File: src/rtl/tmr_regs_pkg.sv
package tmr_regs_pkg;
  localparam int N_CH  = 3;
  localparam int CNT_W = 16;
  localparam int MODE_W = 3;

  typedef enum logic [1:0] {
    ACC_LATCH = 2'b00,
    ACC_LO    = 2'b01,
    ACC_HI    = 2'b10,
    ACC_LH    = 2'b11
  } acc_e;

  // Collapse the don't-care top bit of modes 2 and 3.
  function automatic logic [MODE_W-1:0] norm_mode(input logic [MODE_W-1:0] m);
    return m[1] ? {1'b0, m[1:0]} : m;
  endfunction

  // Which byte of a 16-bit value a read returns.
  function automatic logic [7:0] pick_byte(input logic [CNT_W-1:0] v,
                                           input acc_e a, input logic hi);
    case (a)
      ACC_HI:  return v[15:8];
      ACC_LH:  return hi ? v[15:8] : v[7:0];
      default: return v[7:0];
    endcase
  endfunction
endpackage

File: src/rtl/tmr_addr_dec.sv
module tmr_addr_dec
  import tmr_regs_pkg::*;
#(
  parameter logic [7:0] BASE_A = 8'h40,
  parameter logic [7:0] BASE_B = 8'h50
) (
  input  logic [7:0]      addr,
  output logic [N_CH-1:0] data_hit,
  output logic            ctrl_hit
);
  localparam logic [1:0] CTRL_IDX = 2'(N_CH);

  logic in_win;
  assign in_win = (addr[7:2] == BASE_A[7:2]) || (addr[7:2] == BASE_B[7:2]);

  for (genvar i = 0; i < N_CH; i++) begin : g_hit
    assign data_hit[i] = in_win && (addr[1:0] == 2'(i));
  end
  assign ctrl_hit = in_win && (addr[1:0] == CTRL_IDX);
endmodule

File: src/rtl/tmr_chan_regs.sv
module tmr_chan_regs
  import tmr_regs_pkg::*;
(
  input  logic              clk,
  input  logic              rst_n,
  input  logic              cw_wr,
  input  acc_e              cw_acc,
  input  logic [MODE_W-1:0] cw_mode,
  input  logic              cw_bcd,
  input  logic              latch_req,
  input  logic              dat_wr,
  input  logic              dat_rd,
  input  logic [7:0]        wdata,
  input  logic [CNT_W-1:0]  live_cnt,
  output logic              cfg_valid,
  output logic [MODE_W-1:0] cfg_mode,
  output logic              cfg_bcd,
  output logic              load_stb,
  output logic [CNT_W-1:0]  load_val,
  output logic              latch_stb,
  output logic [7:0]        rd_byte
);
  acc_e             acc_q;
  logic             hi_q;
  logic [7:0]       stage_q;
  logic             pend_q;
  logic [CNT_W-1:0] lval_q;

  // Named internal events.
  logic latch_take, wr_ok, rd_ok, lh_first, rd_done;
  assign latch_take = latch_req && cfg_valid && !pend_q && !cw_wr;
  assign wr_ok      = dat_wr && cfg_valid;
  assign rd_ok      = dat_rd && cfg_valid;
  assign lh_first   = wr_ok && (acc_q == ACC_LH) && !hi_q;
  assign rd_done    = rd_ok && ((acc_q != ACC_LH) || hi_q);

  logic [CNT_W-1:0] rd_src;
  assign rd_src  = pend_q ? lval_q : live_cnt;
  assign rd_byte = cfg_valid ? pick_byte(rd_src, acc_q, hi_q) : 8'h00;

  always_ff @(posedge clk) begin
    if (!rst_n) begin
      cfg_valid <= 1'b0;
      cfg_mode  <= '0;
      cfg_bcd   <= 1'b0;
      acc_q     <= ACC_LO;
      hi_q      <= 1'b0;
      stage_q   <= '0;
      pend_q    <= 1'b0;
      lval_q    <= '0;
      load_stb  <= 1'b0;
      load_val  <= '0;
      latch_stb <= 1'b0;
    end else begin
      load_stb  <= 1'b0;
      latch_stb <= 1'b0;
      if (cw_wr) begin
        cfg_valid <= 1'b1;
        acc_q     <= cw_acc;
        cfg_mode  <= norm_mode(cw_mode);
        cfg_bcd   <= cw_bcd;
        hi_q      <= 1'b0;
        pend_q    <= 1'b0;
      end else begin
        if (latch_take) begin
          pend_q    <= 1'b1;
          lval_q    <= live_cnt;
          latch_stb <= 1'b1;
        end
        if (wr_ok) begin
          case (acc_q)
            ACC_HI: begin
              load_val <= {wdata, 8'h00};
              load_stb <= 1'b1;
            end
            ACC_LH: begin
              if (!hi_q) begin
                stage_q <= wdata;
                hi_q    <= 1'b1;
              end else begin
                load_val <= {wdata, stage_q};
                load_stb <= 1'b1;
                hi_q     <= 1'b0;
              end
            end
            default: begin
              load_val <= {8'h00, wdata};
              load_stb <= 1'b1;
            end
          endcase
        end
        if (rd_ok) begin
          if (acc_q == ACC_LH) hi_q <= ~hi_q;
          if (rd_done) pend_q <= 1'b0;
        end
      end
    end
  end

  // an unprogrammed channel never loads
  p_unprog_quiet_r4: assert property (@(posedge clk) disable iff (!rst_n)
    !cfg_valid |=> !load_stb);
  // single low byte load has a zero upper byte
  p_lo_load_r5: assert property (@(posedge clk) disable iff (!rst_n)
    wr_ok && !cw_wr && (acc_q == ACC_LO) |=> load_stb && (load_val[15:8] == 8'h00));
  // first byte of a two-byte write stays silent
  p_lh_first_silent_r6: assert property (@(posedge clk) disable iff (!rst_n)
    lh_first && !cw_wr |=> !load_stb && hi_q);
  // programming returns toggle to low and drops latch
  p_cw_clears_r7: assert property (@(posedge clk) disable iff (!rst_n)
    cw_wr |=> !hi_q && !pend_q);
  // latch command keeps configuration
  p_latch_keeps_cfg_r8: assert property (@(posedge clk) disable iff (!rst_n)
    latch_req && !cw_wr |=> $stable(cfg_mode) && $stable(acc_q) && $stable(cfg_bcd));
  // pending value held until fully read
  p_pend_holds_r10: assert property (@(posedge clk) disable iff (!rst_n)
    pend_q && !cw_wr && !rd_done |=> pend_q && $stable(lval_q));
endmodule

File: src/rtl/tmr_bus_regs.sv
module tmr_bus_regs
  import tmr_regs_pkg::*;
#(
  parameter logic [7:0] BASE_A = 8'h40,
  parameter logic [7:0] BASE_B = 8'h50
) (
  input  logic                    clk,
  input  logic                    rst_n,
  input  logic                    wr_en,
  input  logic                    rd_en,
  input  logic [7:0]              addr,
  input  logic [7:0]              wdata,
  output logic [7:0]              rdata,
  input  logic [N_CH*CNT_W-1:0]   live_cnt,
  output logic [N_CH-1:0]         cfg_valid,
  output logic [N_CH*MODE_W-1:0]  cfg_mode,
  output logic [N_CH-1:0]         cfg_bcd,
  output logic [N_CH-1:0]         load_stb,
  output logic [N_CH*CNT_W-1:0]   load_val,
  output logic [N_CH-1:0]         latch_stb
);
  logic [N_CH-1:0] data_hit;
  logic            ctrl_hit;

  tmr_addr_dec #(.BASE_A(BASE_A), .BASE_B(BASE_B)) u_dec (
    .addr(addr), .data_hit(data_hit), .ctrl_hit(ctrl_hit)
  );

  logic ctrl_wr, rb_cmd;
  acc_e cw_acc;
  assign ctrl_wr = wr_en && ctrl_hit;
  assign cw_acc  = acc_e'(wdata[5:4]);
  assign rb_cmd  = ctrl_wr && (wdata[7:6] == 2'b11) && !wdata[5];

  logic [N_CH-1:0] cw_wr, latch_req, dat_wr, dat_rd;
  logic [7:0]      rd_byte [N_CH];

  for (genvar i = 0; i < N_CH; i++) begin : g_ch
    assign cw_wr[i]     = ctrl_wr && (wdata[7:6] == 2'(i)) && (cw_acc != ACC_LATCH);
    assign latch_req[i] = (ctrl_wr && (wdata[7:6] == 2'(i)) && (cw_acc == ACC_LATCH))
                        || (rb_cmd && wdata[i+1]);
    assign dat_wr[i]    = wr_en && data_hit[i];
    assign dat_rd[i]    = rd_en && !wr_en && data_hit[i];

    tmr_chan_regs u_ch (
      .clk       (clk),
      .rst_n     (rst_n),
      .cw_wr     (cw_wr[i]),
      .cw_acc    (cw_acc),
      .cw_mode   (wdata[3:1]),
      .cw_bcd    (wdata[0]),
      .latch_req (latch_req[i]),
      .dat_wr    (dat_wr[i]),
      .dat_rd    (dat_rd[i]),
      .wdata     (wdata),
      .live_cnt  (live_cnt[i*CNT_W +: CNT_W]),
      .cfg_valid (cfg_valid[i]),
      .cfg_mode  (cfg_mode[i*MODE_W +: MODE_W]),
      .cfg_bcd   (cfg_bcd[i]),
      .load_stb  (load_stb[i]),
      .load_val  (load_val[i*CNT_W +: CNT_W]),
      .latch_stb (latch_stb[i]),
      .rd_byte   (rd_byte[i])
    );
  end

  always_comb begin
    rdata = 8'h00;
    for (int i = 0; i < N_CH; i++)
      if (data_hit[i]) rdata = rd_byte[i];
  end

  // accesses outside both windows cause no strobe
  p_outside_quiet_r1: assert property (@(posedge clk) disable iff (!rst_n)
    wr_en && !data_hit[0] && !data_hit[1] && !data_hit[2] && !ctrl_hit
    |=> (load_stb == '0) && (latch_stb == '0));
  // read-back never reprograms a channel
  p_rb_keeps_cfg_r11: assert property (@(posedge clk) disable iff (!rst_n)
    rb_cmd |=> $stable(cfg_mode) && $stable(cfg_valid) && (load_stb == '0));
endmodule

File: config.mk
export PLATFORM = sky130hd
export DESIGN_NAME = tmr_bus_regs
export DESIGN_NICKNAME = d
export VERILOG_FILES = /design/src/rtl/tmr_regs_pkg.sv /design/src/rtl/tmr_addr_dec.sv /design/src/rtl/tmr_chan_regs.sv /design/src/rtl/tmr_bus_regs.sv
export SDC_FILE = /design/constraint.sdc
export NUM_CORES = 1
export LEC_CHECK = 0
export ABC_AREA = 1
export CAP_MARGIN = 20
export CORE_MARGIN = 5
export CORE_UTILIZATION = 50
export CTS_CLUSTER_SIZE = 20
export DETAILED_ROUTE_END_ITERATION = 7
export GPL_TIMING_DRIVEN = 0
export PLACE_DENSITY = 0.81
export SYNTH_ARGS = -nofsm -noshare
export SYNTH_HDL_FRONTEND = slang
export SYNTH_SLANG_ARGS = --single-unit
File: constraint.sdc
create_clock -name clk -period 2.1 [get_ports clk]
set_input_delay 0.315 -clock clk [delete_from_list [all_inputs] [get_ports clk]]
set_output_delay 0.315 -clock clk [all_outputs]
set_load 0.02 [all_outputs]
# After elaboration in Yosys (flattened, before gate mapping)
# Cells that the tools add are included.
# word_totals
reg_bits	153
input_bits	68
# classes
n_eq_ne	20
muxes	55
n_bitwise	10
reduce_logical	78
# ops
cell	n
two-way mux 16 bit	6
case mux 16 bit (2 select lines)	3
two-way mux 8 bit	9
case mux 8 bit (2 select lines)	3
logical AND 1 bit	44
two-way mux 1 bit	33
== test 2 bit (second input constant)	10
== test 6 x 5 -> 1 bit (second input constant)	2
AND reduction 4 bit	3
inverter 1 bit	10
AND reduction 3 bit	3
OR reduction 3 bit	3
logical NOT 1 bit	8
logical OR 1 bit	7
logical NOT 2 bit	3
inequality test 2 x 1 -> 1 bit (second input constant)	3
inequality test 2 bit (second input constant)	3
AND reduction 2 bit	3
OR reduction 2 bit	3
== test 2 x 1 -> 1 bit (second input constant)	2
two-way mux 3 bit	1
nonzero test 2 bit	1

# Depth between registers and ports, before layout
# Gate-level depths: netlist (run 1).
# logic_depth
word_depth	14
mapped_depth	12
depth_no_buf	11

# Cells and area by module
# From an unflattened synthesis (run 1), not the netlist that was laid out.
# hier_totals
hier_cells	1245
hier_area_um2	7935.1
# modules_own_cells
module	n_inst	cells_each	area_per_inst_um2	seq_area_each_um2
tmr_chan_regs	3	377	2486.1	1021.0
tmr_bus_regs	1	99	409.1	0.0
tmr_addr_dec	1	15	67.6	0.0

# Least setup slack after synthesis (run 1)
# Ideal clock, no wire load.
# synth_path
path_type	register -> output
startpoint	register g_ch[2].u_ch.acc_q[1]
endpoint	output rdata[2]
arrival_time_ns	1.477
required_ns	1.785
slack_ns	0.308
stages_incl_launch_ff	11
n_path_buf	3
path_cell_list	dfxtp_1 -> buf_2 -> nand2_1 -> nor2_1 -> nor2_1 -> buf_2 -> buf_2 -> o21ai_0 -> o22ai_1 -> nand2_1 -> nand3_1
# synth_via
elab_chain_cells	4
# synth_lines
item	line_no	source
start, declared	tmr_chan_regs.sv:23	acc_e acc_q;
start signal, assigned	tmr_chan_regs.sv:59	acc_q <= cw_acc;
== test 2 bit (on tied branches)	n/a	
case mux 8 bit (2 select lines) *	tmr_regs_pkg.sv:21	case (a)
two-way mux 8 bit *	tmr_chan_regs.sv:39	assign rd_byte = cfg_valid ? pick_byte(rd_src, acc_q, hi_q) : 8'h00;
two-way mux 8 bit *	tmr_bus_regs.sv:70	if (data_hit[i]) rdata = rd_byte[i];
end, declared	tmr_bus_regs.sv:13	output logic [7:0] rdata,
# Every way passes the cells marked *; elsewhere a longest branch is shown, timed or not.

# Final worst setup path (run 1)
# layout_path
startpoint	register g_ch[2].u_ch.acc_q[1]
endpoint	output rdata[1]
# Same word-level chain as after synthesis.

==> results_dict.tcl, run 1 <==
set metrics [dict create \
    startpoint "g_ch[2].u_ch.acc_q[1]" \
    drtIter0Drc 850 \
    drive_above_1_share_pct 13.6 \
    p_leak_nw 4.79 \
    clock_sinks 153 \
    final_util_pct 67.6 \
    outcome "finished with violations" \
    hold_path.class "input pin to register" \
    cts_hold_buf 0 \
    drc 0 \
    dp_slack_ns -0.838 \
    grt_pass1_wl_mm 38.3 \
    clk_pin_slew_ns 0.07 \
    slew_headroom_pct 50.3 \
    worst_pin_slew_ns 0.745 \
    critPathMaxStageDelay_ns 0.36 \
    cap_viol_max_count 0 \
    cts_tree "built" \
    setup.worst_path.end "rdata[1]" \
    yosysTopAreaCell "dfxtp_1" \
    clk_latency_ns 0.43 \
    synth_cells 1152 \
    placedCellCount 1476 \
    numCtsBuffers 17 \
    crit_type "register to output port" \
    worstPathArrival_ns 1.85 \
    synth.distinct_cells 35 \
    port_buffers 136 \
    cp_top_family "buffers and inverters" \
    avgSynthCellArea_sq_um 6.63 \
    core_area_sq_um 15100 \
    clk_path_buf_depth 2 \
    ys_ff_latch 153 \
    finalNetCount 1396 \
    crit_fanout 6 \
    antenna_left 0 \
    end_kind "output port" \
    finalSetupViolCount 8 \
    path_cells "nand2_4 -> nor2_4 -> nor2_4 -> buf_6 -> buf_4 -> a21oi_1 -> o21ai_1 -> nand3_1 -> buf_4" \
    critPathRequiredTime_ns 1.78 \
    nFillCells 1257 \
    max_freq_mhz 463 \
    ir_drop_mv 0.623 \
    grt_pass1_vias 7840 \
    h-tree-depth 4 \
    synth_warnings 0 \
    grt_max_degree 17 \
    final.setup_skew_ns 0.00814 \
    yosysTopAreaCellShare_pct 40.1 \
    rows 45 \
    antenna_found_initial 0 \
    wl_mm 24.4 \
    dieHeight_um 134 \
    final_cells 1523 \
    rsz0062_at_grt "yes" \
    r2r_cells 9 \
    crit_buf_inv 3 \
    r2r_start "g_ch[2].u_ch.acc_q[1]" \
    vias 8085 \
    p_total_w 0.00631 \
    synth_area_leaders "dfxtp_1 40%, nand2_1 12%, nor2_1 11%" \
    routedWlPerCell_um 16.0 \
    hp-start "wdata[7]" \
    grt-ovfl-total 0 \
    area_delta_synth_final_pct 33.5 \
    diodes 0 \
    drtPass1Iterations 7 \
    synth_nets 1226 \
    gp_congestion 0.879 \
    grt_use_total_pct 26.6 \
    crit_cells 9 \
    cp_slowest_cell "dfxtp_4" \
    ctsRootBufferMaster "clkbuf_16" \
    fin_crit_ns 2.16 \
    via_per_inst 5.31 \
    drv_slew 0 \
    die_x_um 134 \
    fin_crit_sh_pct 103 \
    p_per_area_nw_per_um2 619 \
    tns_ns -0.323 \
    synth_area_sq_um 7640 \
    hold_viol 0 \
    die_area_sq_um 17800 \
    worst_r2r_endpoint "g_ch[2].u_ch.load_val[0]" \
    synth_seq_area_share_pct 40.1 \
    violations "setup timing" \
    setup_slack_ns -0.0606 \
    boundaryPins 145 \
    dpl.hpwl_mm 16.8 \
    rrSetupSlack_ns 0.12 \
    crit_path_start_kind "register" \
    start_util_pct 50.6 \
]
[worst reg2reg max path: stages (launching register included)]
cell,delay [ns]
dfxtp_4,0.36
nand2_4,0.07
buf_1,0.40
inv_1,0.16
ha_1,0.25
inv_1,0.09
nand2_1,0.09
clkbuf_1,0.23
nor2_1,0.16
nor2_1,0.06
[final cells by class]
cell class	count	area, sq um	share of cell area [%]
Timing Repair Buffer	154	1510	14.8
Buffer	73	487	4.77
Sequential cell	153	3080	30.2
Multi-Input combinational cell	757	3680	36.1
Clock buffer	21	460	4.52
Clock inverter	11	113	1.10
Tap cell	188	235	2.31
Inverter	166	628	6.16
[repair_timing]
item,in CTS,in global routing
setup buffers,6,7
resized for setup,104,64
pin swaps,11,20
gates cloned,3,2
endpoints found under the setup margin,8,26
[synthesized netlist by cell type, drive strengths merged]
cell     number
nor2        219
o221ai        1
o21ai        75
ha            6
a21oi        84
a2bb2oi       2
o21a          1
dfxtp       153
o22ai        19
nand4        31
a22oi         3
nand2       245
a211oi        9
buf          48
clkbuf       28
inv         162
o211ai        5
nand3        51
nor3          6
clkinv        4
[registers in the layout (all words and copies together), names as in the netlist]
signal               flops
g_ch.u_ch.hi_q           3
g_ch.u_ch.lval_q        48
g_ch.u_ch.load_val      48
g_ch.u_ch.cfg_bcd        3
g_ch.u_ch.cfg_mode       9
g_ch.u_ch.pend_q         3
g_ch.u_ch.acc_q          6
g_ch.u_ch.load_stb       3
g_ch.u_ch.latch_stb      3
g_ch.u_ch.cfg_valid      3
g_ch.u_ch.stage_q       24
[stage by stage]
step | instance area (sq um) | hold slack (ns)
2_1_floorplan | 7640 | 0.427
3_3_place_gp | 9230 | 0.433
3_5_place_dp | 9230 | 0.438
4_1_cts | 10000 | 0.233
5_1_grt | 10200 | 0.257
6_report | 10200 | 0.234
[layout by cell type, fill, tap and decap left out, types with 5 or more instances in the layout]
master,n
a211oi_1,8
a21oi_1,83
buf_2,15
buf_4,35
buf_6,21
clkbuf_1,18
clkbuf_16,17
clkdlybuf4s50_1,122
dfxtp_1,147
dlymetal6s2s_1,5
ha_1,6
inv_1,148
inv_2,14
nand2_1,232
nand2_2,6
nand2_4,7
nand3_1,40
nand3_2,9
nand4_1,26
nand4_2,5
nor2_1,210
nor2_4,5
o211ai_1,5
o21ai_0,52
o21ai_1,16
o21ai_2,5
o22ai_1,19
[worst min path at each step]
stage                                endpoint  slack (ns)  cells past startpoint
floorplan              g_ch[0].u_ch.lval_q[0]        0.43                      2
global placement    g_ch[0].u_ch.load_val[12]        0.43                      2
detailed placement  g_ch[0].u_ch.load_val[15]        0.44                      2
CTS                 g_ch[1].u_ch.load_val[15]        0.23                      3
global route          g_ch[2].u_ch.stage_q[7]        0.26                      3
finish              g_ch[1].u_ch.load_val[15]        0.23                      3
[layer usage]
layer  track usage, %  wire, um  vias up
li1                 -         -     3967
met1             33.4     10200     3702
met2             43.7     11500      350
met3             6.50      1930       66
met4             11.4       734        0
met5                0         0        -
[where the power goes]
part,switching (W),leakage [nW],internal [W]
clock network,0.00129,0.267,0.00171
registers,0.000000304,1.23,0.00290
logic,0.000245,3.28,0.000167
total,0.00153,4.79,0.00478
[kinds of logic after synthesis]
group,count (synthesis),share of synthesized area [%]
flops,153,40.1
compound gates,199,14.1
fa+ha+maj,6,0.983
simple gates,552,31.1
buf+inv,242,13.6
No activity file was read; power rests on OpenSTA's default activity.
==> run 2, diff against run 1 <==
- MAX_ROUTING_LAYER: not set -> met4
- SYNTH_HIERARCHICAL: not set -> 1
==> run 2 against run 1 <==
  * The flow still finishes with violations (setup timing)
  * Non-clock buffer count rose by 4
  * Critical path type unchanged
  * Sequential power barely moved
  * Final cell count rose by 9.8%
  * Synthesized area rose by 3.9%
  * Synthesized cell count rose by 8.1%
  * Clock skew fell by 0.0018 ns
  * Largest cell class unchanged
  * Register-to-register slack improved by 0.43 ns
  * Flip-flop and latch count did not move
==> results_dict.tcl, run 2 <==
set metrics [dict create \
    setup_slack_ns -0.173 \
    critPathMaxStageDelay_ns 0.35 \
    antenna_found_initial 0 \
    port_buffers 142 \
    clock_sinks 153 \
    numCtsBuffers 17 \
    tns_ns -1.02 \
    yosysTopAreaCellShare_pct 38.6 \
    wl_mm 23.4 \
    startpoint "g_ch[0].u_ch/pend_q" \
    violations "setup timing" \
    rows 46 \
    reg_top3 "g_ch.u_ch/load_val x48, g_ch.u_ch/lval_q x48, g_ch.u_ch/stage_q x24" \
    synth_area_leaders "dfxtp_1 39%, nand2_1 19%, nor2_1 13%" \
    drv_slew 0 \
    via_per_inst 5.00 \
    fin_crit_ns 2.27 \
    core_area_sq_um 15700 \
    ys_ff_latch 153 \
    crit_path_frequent_cell "nor2_1" \
    final.setup_skew_ns 0.00630 \
    finalNetCount 1511 \
    max_freq_mhz 440 \
    rrSetupSlack_ns 0.55 \
    synth_cells 1245 \
    start_util_pct 50.5 \
    combPwrFrac_pct 6.6 \
    p_clk_share_pct 48.1 \
    netlist_top_cells_count "396 x nand2_1, 278 x nor2_1, 153 x dfxtp_1" \
    dieHeight_um 136 \
    final_common_cell "nand2_1" \
    grt-ovfl-total 0 \
    yosysTopAreaCell "dfxtp_1" \
    mostFrequentLayoutCells "386 x nand2_1, 263 x nor2_1, 144 x dfxtp_1" \
    crit_fanout 6 \
    switchingPower_w 0.00146 \
    hold_path.class "input pin to register" \
    dp_slack_ns -0.752 \
    r2r_start "g_ch[0].u_ch/acc_q[1]" \
    clk_path_buf_depth 2 \
    synth-main-ff-cell "dfxtp_1" \
    area_delta_synth_final_pct 35.7 \
    setup.worst_path.end "rdata[1]" \
    crit_cells 12 \
    worstPathArrival_ns 1.96 \
    antenna_left 0 \
    worst_r2r_endpoint "g_ch[0].u_ch/load_val[7]" \
    synth_warnings 6 \
    swShare_pct 22.8 \
    drtPass1Iterations 5 \
    grt_pass1_vias 7410 \
    h-tree-depth 4 \
    vias 8356 \
    cp_top_family "simple AND/OR/NAND/NOR gates" \
    synth_most_common_cell "nand2_1" \
    holdWs_ns 0.214 \
    outcome "finished with violations" \
    ir_drop_mv 0.504 \
    worst_pin_slew_ns 0.847 \
    diodes 0 \
    p_per_area_nw_per_um2 594 \
    grt_use_total_pct 25.4 \
    synth-async-reset-ratio_pct 0 \
    final_cells 1672 \
    dpl.hpwl_mm 15.8 \
    cp_slowest_cell "dfxtp_2" \
    synth_seq_area_share_pct 38.6 \
    crit_path_start_kind "register" \
    rsz0062_at_grt "yes" \
    routedWlPerCell_um 14.0 \
    boundaryPins 145 \
    clk_latency_ns 0.43 \
    avgSynthCellArea_sq_um 6.37 \
    grt_pass1_wl_mm 36.5 \
    synth-edff-count 0 \
    cts_tree "built" \
    drive_above_1_share_pct 16.7 \
    finalSetupViolCount 8 \
    ctsRootBufferMaster "clkbuf_16" \
    stdcell_area_sq_um 10800 \
    dpl_cell_area_sq_um 9630 \
    die_x_um 136 \
    slew_headroom_pct 43.4 \
    synth.distinct_cells 25 \
    grt_max_degree 17 \
    synth_area_sq_um 7940 \
    cap_viol_max_count 0 \
    synth_nets 1313 \
    drtIter0Drc 729 \
    r2r_cells 10 \
    gp_congestion 0.918 \
    end_kind "output port" \
    crit_buf_inv 4 \
    p_int_w 0.00494 \
    placedCellCount 1603 \
    clk_pin_slew_ns 0.06 \
    cts_hold_buf 0 \
    p_leak_nw 4.78 \
    fin_crit_sh_pct 108 \
    critPathRequiredTime_ns 1.78 \
    crit_type "register to output port" \
    path_cells "buf_6 -> buf_6 -> buf_12 -> nand2_1 -> nand2_1 -> nor2_1 -> nor2_1 -> nand2_1 -> nor2_1 -> nor2_1 -> nor2_1 -> buf_4" \
    p_seq_share_pct 45.3 \
    die_area_sq_um 18500 \
    drc 0 \
    hold_viol 0 \
]
## run 2: cell types whose count changed in the layout (fill, tap and decap cells not counted), moves of 19 or more
cell | before | now
o22ai_1 | 19 | 0
nand2_1 | 232 | 386
inv_1 | 148 | 96
or2_2 | 0 | 22
a21oi_1 | 83 | 55
nand4_1 | 26 | 0
nor2_1 | 210 | 263
## run 2: per-stage QoR
stage	power, W	util, %
floorplan	0.00314	-
global placement	0.00337	61.3
global route	0.00662	68.5
CTS	0.00642	66.9
detailed placement	0.00337	61.3
finish	0.00640	68.5
## run 2: area by class of cell
| type | count | area [sq um] |
|---|---|---|
| buffer | 52 | 443 |
| clock buffer | 19 | 433 |
| clock inverter | 13 | 154 |
| fill | 1298 | 4940 |
| inverter | 116 | 465 |
| multi-input combinational | 924 | 4190 |
| sequential | 153 | 3080 |
| tap | 216 | 270 |
| timing repair buffer | 179 | 1730 |
## run 2: repair_timing
item,in CTS,in global routing
hold endpoints to repair,0,0
pin swaps,32,50
endpoints found under the setup margin,141,103
gates resized for setup,114,53
cloned,5,1
setup buffers,16,16
## run 2: routing by layer
layer	up-vias	routed length [um]	global-route usage, %
met5	-	0	-
met4	0	639	9.80
met3	50	1490	3.81
met2	303	11100	40.7
met1	3778	10100	32.6
li1	4225	-	-
## run 2: power groups by stage
stage	registers (W)	clock network, W	logic, W
CTS	0.00290	0.00311	0.000410
global route	0.00290	0.00326	0.000460
finish	0.00290	0.00308	0.000424
floorplan	0.00297	0	0.000178
detailed placement	0.00297	0	0.000404
global placement	0.00297	0	0.000401
## run 2: worst min-delay path by stage
stage | start | endpoint | slack, ns | cells past startpoint
after CTS | rst_n | g_ch[0].u_ch/lval_q[7] | 0.20 | 3
after global placement | g_ch[0].u_ch/cfg_mode[1] | g_ch[0].u_ch/cfg_mode[1] | 0.44 | 2
final | rst_n | g_ch[0].u_ch/lval_q[5] | 0.21 | 3
after detailed placement | g_ch[0].u_ch/cfg_mode[2] | g_ch[0].u_ch/cfg_mode[2] | 0.44 | 2
after global routing | rst_n | g_ch[0].u_ch/lval_q[5] | 0.23 | 3
after floorplan | wdata[5] | g_ch[0].u_ch/acc_q[1] | 0.43 | 2
## run 2: logic make-up (layout without fill, tap and decap cells)
group           Yosys count  after routing  share of synthesized area, %
compound gates          150            150                          10.3
buf+inv                 168            379                          10.2
flops                   153            153                          38.6
simple gates            774            774                          40.9
## run 2: worst reg2reg max path, cell delays in order, from the launching register on
cell     delay (ns)
dfxtp_2        0.34
buf_4          0.13
buf_4          0.12
buf_4          0.16
nand2_1        0.14
nor2_4         0.07
nor2_4         0.17
buf_6          0.17
nand2_1        0.05
nand2_1        0.06
nor2_1         0.04
